==> config.mk <==
export PLATFORM = sky130hd
export DESIGN_NAME = mgmt_irq_ctrl
export DESIGN_NICKNAME = d
export VERILOG_FILES = /design/src/rtl/mgmt_pkg.sv /design/src/rtl/mgmt_req_merge.sv /design/src/rtl/mgmt_smram_gate.sv /design/src/rtl/mgmt_watchdog.sv /design/src/rtl/mgmt_irq_ctrl.sv
export SDC_FILE = /design/constraint.sdc
export NUM_CORES = 1
export LEC_CHECK = 0
export CELL_PAD_IN_SITES_DETAIL_PLACEMENT = 0
export CELL_PAD_IN_SITES_GLOBAL_PLACEMENT = 1
export CORE_MARGIN = 2
export CORE_UTILIZATION = 34
export CTS_CLUSTER_SIZE = 10
export DETAILED_ROUTE_END_ITERATION = 6
export GPL_TIMING_DRIVEN = 0
export PLACE_DENSITY = 0.82
export SETUP_SLACK_MARGIN = 0.05
export SYNTH_ARGS = -nofsm -noshare
export SYNTH_HDL_FRONTEND = slang
export SYNTH_SLANG_ARGS = --single-unit
==> constraint.sdc <==
create_clock -name clk_i -period 2.6 [get_ports clk_i]
set_clock_uncertainty 0.1 [all_clocks]
set_input_delay 0.78 -clock clk_i [delete_from_list [all_inputs] [get_ports clk_i]]
set_output_delay 0.78 -clock clk_i [all_outputs]
set_load 0.005 [all_outputs]
==> src/rtl/mgmt_pkg.sv <==
package mgmt_pkg;
  localparam int NUM_SRC  = 3;
  localparam int SRC_PIN  = 0;
  localparam int SRC_PORT = 1;
  localparam int SRC_TRAP = 2;
  localparam logic [15:0] SW_PORT  = 16'h00B2;
  localparam logic [15:0] ENTRY_IP = 16'h8000;

  typedef enum logic [1:0] {
    SEL_TRAP = 2'd0,
    SEL_BASE = 2'd1,
    SEL_STAT = 2'd2,
    SEL_TMO  = 2'd3
  } reg_sel_e;
endpackage

==> src/rtl/mgmt_req_merge.sv <==
module mgmt_req_merge
  import mgmt_pkg::*;
#(
  parameter int SYNC_STAGES = 2
) (
  input  logic               clk_i,
  input  logic               rst_ni,
  input  logic               ext_req_ni,
  input  logic               io_wr_i,
  input  logic [15:0]        io_addr_i,
  input  logic [7:0]         io_data_i,
  input  logic [15:0]        trap_addr_i,
  input  logic               mode_act_i,
  input  logic [NUM_SRC-1:0] clr_i,
  output logic [NUM_SRC-1:0] src_o,
  output logic               pending_o,
  output logic [7:0]         cmd_o
);
  localparam int SH_W = SYNC_STAGES + 1;

  logic [SH_W-1:0]    sync_q;
  logic [NUM_SRC-1:0] ev, src_q;
  logic               pend_q, mode_q, fresh, rise;
  logic [7:0]         cmd_q;

  always_ff @(posedge clk_i or negedge rst_ni)
    if (!rst_ni) sync_q <= '1;
    else         sync_q <= {sync_q[SH_W-2:0], ext_req_ni};

  always_comb begin
    ev           = '0;
    ev[SRC_PIN]  = sync_q[SH_W-1] & ~sync_q[SH_W-2];
    ev[SRC_PORT] = io_wr_i && (io_addr_i == SW_PORT);
    ev[SRC_TRAP] = io_wr_i && (io_addr_i == trap_addr_i);
  end

  assign fresh = |(ev & ~src_q);
  assign rise  = mode_act_i & ~mode_q;

  always_ff @(posedge clk_i or negedge rst_ni)
    if (!rst_ni) begin
      src_q  <= '0;
      pend_q <= 1'b0;
      mode_q <= 1'b0;
      cmd_q  <= '0;
    end else begin
      src_q  <= (src_q & ~clr_i) | ev;
      mode_q <= mode_act_i;
      if (fresh)     pend_q <= 1'b1;   // set wins over entry clear
      else if (rise) pend_q <= 1'b0;
      if (ev[SRC_PORT]) cmd_q <= io_data_i;
    end

  assign src_o     = src_q;
  assign pending_o = pend_q;
  assign cmd_o     = cmd_q;
endmodule

==> src/rtl/mgmt_smram_gate.sv <==
module mgmt_smram_gate
  import mgmt_pkg::*;
#(
  parameter int                AW       = 24,
  parameter int                SB_W     = 20,
  parameter logic [AW-1:0]     WIN_BASE = 24'h030000,
  parameter logic [AW-1:0]     WIN_SIZE = 24'h010000
) (
  input  logic [SB_W-1:0] smbase_i,
  input  logic            mode_act_i,
  input  logic            mem_req_i,
  input  logic [AW-1:0]   mem_addr_i,
  output logic            sel_o,
  output logic [15:0]     cs_o,
  output logic [15:0]     ip_o,
  output logic [AW-1:0]   entry_o
);
  localparam logic [AW-1:0] WIN_LAST = WIN_BASE + WIN_SIZE - 1;

  logic hit;
  assign hit   = (mem_addr_i >= WIN_BASE) && (mem_addr_i <= WIN_LAST);
  assign sel_o = mem_req_i & hit & mode_act_i;

  assign cs_o    = smbase_i[19:4];
  assign ip_o    = ENTRY_IP;
  assign entry_o = AW'({cs_o, 4'h0}) + AW'(ip_o);
endmodule

==> src/rtl/mgmt_watchdog.sv <==
module mgmt_watchdog #(
  parameter int TMO_W = 16
) (
  input  logic             clk_i,
  input  logic             rst_ni,
  input  logic             mode_act_i,
  input  logic [TMO_W-1:0] limit_i,
  input  logic             clr_i,
  output logic             overrun_o
);
  logic [TMO_W-1:0] cnt_q;
  logic             ovr_q;

  always_ff @(posedge clk_i or negedge rst_ni)
    if (!rst_ni) begin
      cnt_q <= '0;
      ovr_q <= 1'b0;
    end else begin
      if (!mode_act_i)     cnt_q <= '0;
      else if (~&cnt_q)    cnt_q <= cnt_q + 1'b1;
      if (mode_act_i && cnt_q >= limit_i) ovr_q <= 1'b1;
      else if (clr_i)                     ovr_q <= 1'b0;
    end

  assign overrun_o = ovr_q;
endmodule

==> src/rtl/mgmt_irq_ctrl.sv <==
module mgmt_irq_ctrl
  import mgmt_pkg::*;
#(
  parameter int               NUM_CORES = 4,
  parameter int               AW        = 24,
  parameter int               SB_W      = 20,
  parameter int               TMO_W     = 16,
  parameter logic [SB_W-1:0]  BASE_RST  = 20'h30000,
  parameter logic [TMO_W-1:0] TMO_RST   = 16'd1000
) (
  input  logic                 clk_i,
  input  logic                 rst_ni,
  input  logic                 ext_req_ni,
  input  logic                 io_wr_i,
  input  logic [15:0]          io_addr_i,
  input  logic [7:0]           io_data_i,
  input  logic                 reg_wr_i,
  input  logic [1:0]           reg_sel_i,
  input  logic [SB_W-1:0]      reg_wdata_i,
  input  logic                 in_mode_ni,
  input  logic                 mem_req_i,
  input  logic [AW-1:0]        mem_addr_i,
  output logic [NUM_CORES-1:0] smi_n_o,
  output logic [NUM_SRC-1:0]   src_o,
  output logic                 overrun_o,
  output logic [7:0]           cmd_o,
  output logic [SB_W-1:0]      smbase_o,
  output logic [15:0]          entry_cs_o,
  output logic [15:0]          entry_ip_o,
  output logic [AW-1:0]        entry_addr_o,
  output logic                 smram_sel_o
);
  logic               mode_act, pending, stat_wr;
  logic [15:0]        trap_q;
  logic [SB_W-1:0]    base_q;
  logic [TMO_W-1:0]   tmo_q;
  logic [NUM_SRC-1:0] src_clr;

  assign mode_act = ~in_mode_ni;
  assign stat_wr  = reg_wr_i && (reg_sel_i == SEL_STAT);
  assign src_clr  = stat_wr ? reg_wdata_i[NUM_SRC-1:0] : '0;

  always_ff @(posedge clk_i or negedge rst_ni)
    if (!rst_ni) begin
      trap_q <= 16'hFFFF;
      base_q <= BASE_RST;
      tmo_q  <= TMO_RST;
    end else if (reg_wr_i) begin
      unique case (reg_sel_e'(reg_sel_i))
        SEL_TRAP: trap_q <= reg_wdata_i[15:0];
        SEL_BASE: if (mode_act) base_q <= {reg_wdata_i[SB_W-1:4], 4'h0};
        SEL_TMO:  tmo_q  <= reg_wdata_i[TMO_W-1:0];
        default:  ;
      endcase
    end

  mgmt_req_merge u_merge (
    .clk_i, .rst_ni, .ext_req_ni, .io_wr_i, .io_addr_i, .io_data_i,
    .trap_addr_i (trap_q),
    .mode_act_i  (mode_act),
    .clr_i       (src_clr),
    .src_o       (src_o),
    .pending_o   (pending),
    .cmd_o       (cmd_o)
  );

  mgmt_smram_gate #(.AW(AW), .SB_W(SB_W)) u_gate (
    .smbase_i   (base_q),
    .mode_act_i (mode_act),
    .mem_req_i, .mem_addr_i,
    .sel_o      (smram_sel_o),
    .cs_o       (entry_cs_o),
    .ip_o       (entry_ip_o),
    .entry_o    (entry_addr_o)
  );

  mgmt_watchdog #(.TMO_W(TMO_W)) u_wdog (
    .clk_i, .rst_ni,
    .mode_act_i (mode_act),
    .limit_i    (tmo_q),
    .clr_i      (stat_wr & reg_wdata_i[NUM_SRC]),
    .overrun_o  (overrun_o)
  );

  for (genvar c = 0; c < NUM_CORES; c++) begin : g_bcast
    assign smi_n_o[c] = ~(pending & ~mode_act);
  end

  assign smbase_o = base_q;
endmodule

==> summary.txt, run 1 <==
Worst setup path
  • Critical path endpoint category: output port
  • FF-to-FF Start: tmo_q[9]
  • R2R setup slack: 690 ps
  • Worst EP arrival: 1680 ps
  • Reg2reg path depth: 7
  • CP bufs+invs: 2
  • Max stage delay cell, worst path: or4_4
  • Critical-path cell list: buf_6, or4_4, nor4_4, buf_2
  • RR Endpoint: u_wdog.overrun_o
  • CP required: 1720 ps
  • Cell family with most CP delay: simple AND/OR/NAND/NOR gates
  • Critical Path Start Type: primary input
  • Max stage delay on crit path: 530 ps
  • Setup CP Type: primary input to output port
  • Crit Path Max Fanout: 1

Power
  • Pwr per Cell Area: 611.9 nW/um^2
  • Max VDD drop: 0.0003741 V
  • Leak: 2.879 nW
  • Total power: 3.919 mW

Route
  • DRT Pass-1 Iters: 4
  • Post-DR wirelength/cell: 13.62 um
  • # DRC: 0
  • Routed wire length: 10.05 mm
  • Detail Route Antenna Nets: 0
  • Initial DRC count: 92
  • Vias per inst: 4.478
  • Vias: 3305

Logic synthesis
  • Yosys cell types: 43
  • Mean Syn Cell Area: 11.24 um^2
  • Synth warn: 0
  • Post-synthesis cell area: 4438 um^2
  • Register area share after synthesis: 0.4643
  • Seq cells post-synth: 81
  • Syn Inst Count: 395
  • Share of the synthesized area in the top cell type: 0.3045
  • Synth area leaders: dfrtp_1 (30%), dfstp_2 (16%), mux2_2 (13%), buf_4 (9.6%), ha_1 (5.1%)
  • Top cell type by total area after synthesis: dfrtp_1

Global route
  • GRT Resource Usage Total: 0.1495
  • Pin count of the biggest net entering global routing: 52
  • Initial antenna violation count: 0
  • First-pass GRT wire length: 16.88 mm
  • GR Overflow Total: 0
  • Vias in the first global route: 3423

Die
  • Placeable Area: 12670 um^2
  • Boundary Pins: 170
  • Row count: 41
  • Die area: 13980 um^2
  • Starting Density: 0.3503
  • Die Ht: 118.3 um
  • Die X: 118.3 um

Job
  • Max cap viols: 0

Placed design
  • Routability cong.: 0.8353
  • PortBufs: 126
  • DP HPWL: 7.957 mm
  • DP Cell Count: 719
  • Pre-CTS setup slack: -1263 ps

Timing
  • Hold Vio Cnt, Final: 0
  • RSZ-0062 raised after global routing: yes
  • Final Cycle Share: 0.9838
  • Setup violators final: 0
  • Tmin final: 2558 ps
  • Slew @ Worst Pin: 586.3 ps
  • F_max: 390.9 MHz
  • Fin worst setup slack: 42.01 ps
  • Relative slew slack: 0.6074
  • Worst hold slack: 254.7 ps
  • Slew Limit Fails: 0

Clocking
  • H-Tree Depth: 3
  • CTS tree: built
  • Clock buffer depth: 2
  • CTS buffer count: 9
  • CTS Hold Bufs: 0
  • Clk_lat worst skew: 330 ps
  • Clock transition at path regs: 60 ps
  • TritonCTS Sinks: 81
  • CTS Root Buffer Type: clkbuf_16

Final layout
  • Synth-to-Final Area Change: 44.32%
  • Final core occ: 0.5055
  • Nets: 656
  • Area taken by multi-input logic gates: 1974 um^2
  • Fillers: 1132
  • N_diodes: 0
  • Most common cell after layout, fill and taps aside: clkdlybuf4s50_1
  • Most frequent cells in the layout: clkdlybuf4s50_1 (108), buf_4 (64), dfrtp_1 (53)
  • Register area: 2062 um^2
  • Cell Count, Final, Fillers Out: 738
  • Layout cells sized above 1: 0.3198

Hold path
  • Worst Hold End: u_merge.sync_q[1]
  • Hold Crit Depth: 0
  • Worst Hold Class: flop to flop
  • Hold path start: u_merge.sync_q[0]

Outcome
  • Run status: completed
[cells in the mapped netlist (all sizes together)]
| master | n |
|---|---|
| a2111oi | 1 |
| a211oi | 3 |
| a21o | 2 |
| a21oi | 4 |
| a22oi | 1 |
| a41oi | 1 |
| and3 | 2 |
| and4 | 4 |
| buf | 60 |
| clkbuf | 3 |
| conb | 2 |
| dfrtp | 54 |
| dfstp | 27 |
| ha | 18 |
| inv | 19 |
| mux2 | 55 |
| mux2i | 1 |
| nand2 | 20 |
| nand2b | 2 |
| nand3 | 14 |
| nand4 | 9 |
| nand4b | 1 |
| nor2 | 25 |
| nor3 | 13 |
| nor3b | 2 |
| nor4 | 4 |
| nor4b | 1 |
| nor4bb | 2 |
| o2111ai | 1 |
| o211a | 1 |
| o21ai | 10 |
| o221ai | 1 |
| or3 | 2 |
| or4 | 1 |
| xnor2 | 21 |
| xor2 | 8 |
[cell type report]
cell class,instances,area share
well taps,172,0.03360
multi-input cells,257,0.3083
plain buffers,63,0.07619
clock buffers,11,0.03790
repair buffers,130,0.2024
clock inverters,5,0.008595
inverters,19,0.01113
flip-flops and latches,81,0.3219
[what timing repair did]
item | in CTS | in global routing
pin swaps | 2 | 3
gates resized for setup | 42 | 9
endpoints found under the setup margin | 8 | 5
gates cloned | 0 | 0
setup buffers | 3 | 0
[stage by stage]
stage,TNS [ps],area (um^2)
after global routing,0,6405
after CTS,-87.41,6381
after global placement,-162180,6008
after detailed placement,-10800,6033
after floorplan,0,4532
final,0,6405
[state kept, by name, summed over array words and instances, names as in the netlist]
signal             count
smbase_o              16
tmo_q                 16
trap_q                16
u_wdog.cnt_q          16
u_merge.cmd_o          8
u_merge.src_o          3
u_merge.sync_q         3
u_merge.mode_q         1
u_merge.pending_o      1
u_wdog.overrun_o       1
[power by group]
group	internal (mW)	switching, mW
logic	0.719	0.335
registers	1.48	0.133
clock network	0.766	0.488
total	2.96	0.957
[how the worst max path moves through the flow]
stage	startpoint	endpoint	slack, ps	cells past startpoint
floorplan	in_mode_ni	smi_n_o[1]	70	4
global placement	rst_ni	smbase_o[18]	-2200	1
detailed placement	in_mode_ni	smi_n_o[3]	-1260	6
CTS	in_mode_ni	smram_sel_o	-90	4
global route	mem_addr_i[22]	smram_sel_o	4	4
finish	mem_addr_i[22]	smram_sel_o	40	4
[per-layer routing]
metal,track usage,part of all wire,vias to the layer above
li1,-,-,1628
met1,0.1902,0.44,1585
met2,0.2453,0.49,85
met3,0.04730,0.055,7
met4,0.03991,0.0089,0
met5,0,0,-
[logic make-up after synthesis]
logic type,share of synthesized area
AND/OR/NAND/NOR,0.1297
buffers and inverters,0.1184
flip-flops,0.4643
multiplexers,0.1418
XOR/XNOR,0.05723
AO/OA/AOI/OAI,0.03609
adder cells (fa/ha/maj),0.05075
other,0.001692
Note: power is estimated with default switching activity, not from simulation.
==> run 2, diff against run 1 <==
--- a/config.mk
+++ b/config.mk
@@ -14,6 +14,7 @@
 export GPL_TIMING_DRIVEN = 0
 export PLACE_DENSITY = 0.82
 export SETUP_SLACK_MARGIN = 0.05
+export SLEW_MARGIN = 0
 export SYNTH_ARGS = -nofsm -noshare
 export SYNTH_HDL_FRONTEND = slang
 export SYNTH_SLANG_ARGS = --single-unit
==> results of run 2 <==
Final layout, timing and power as in run 1 (identical DEF).
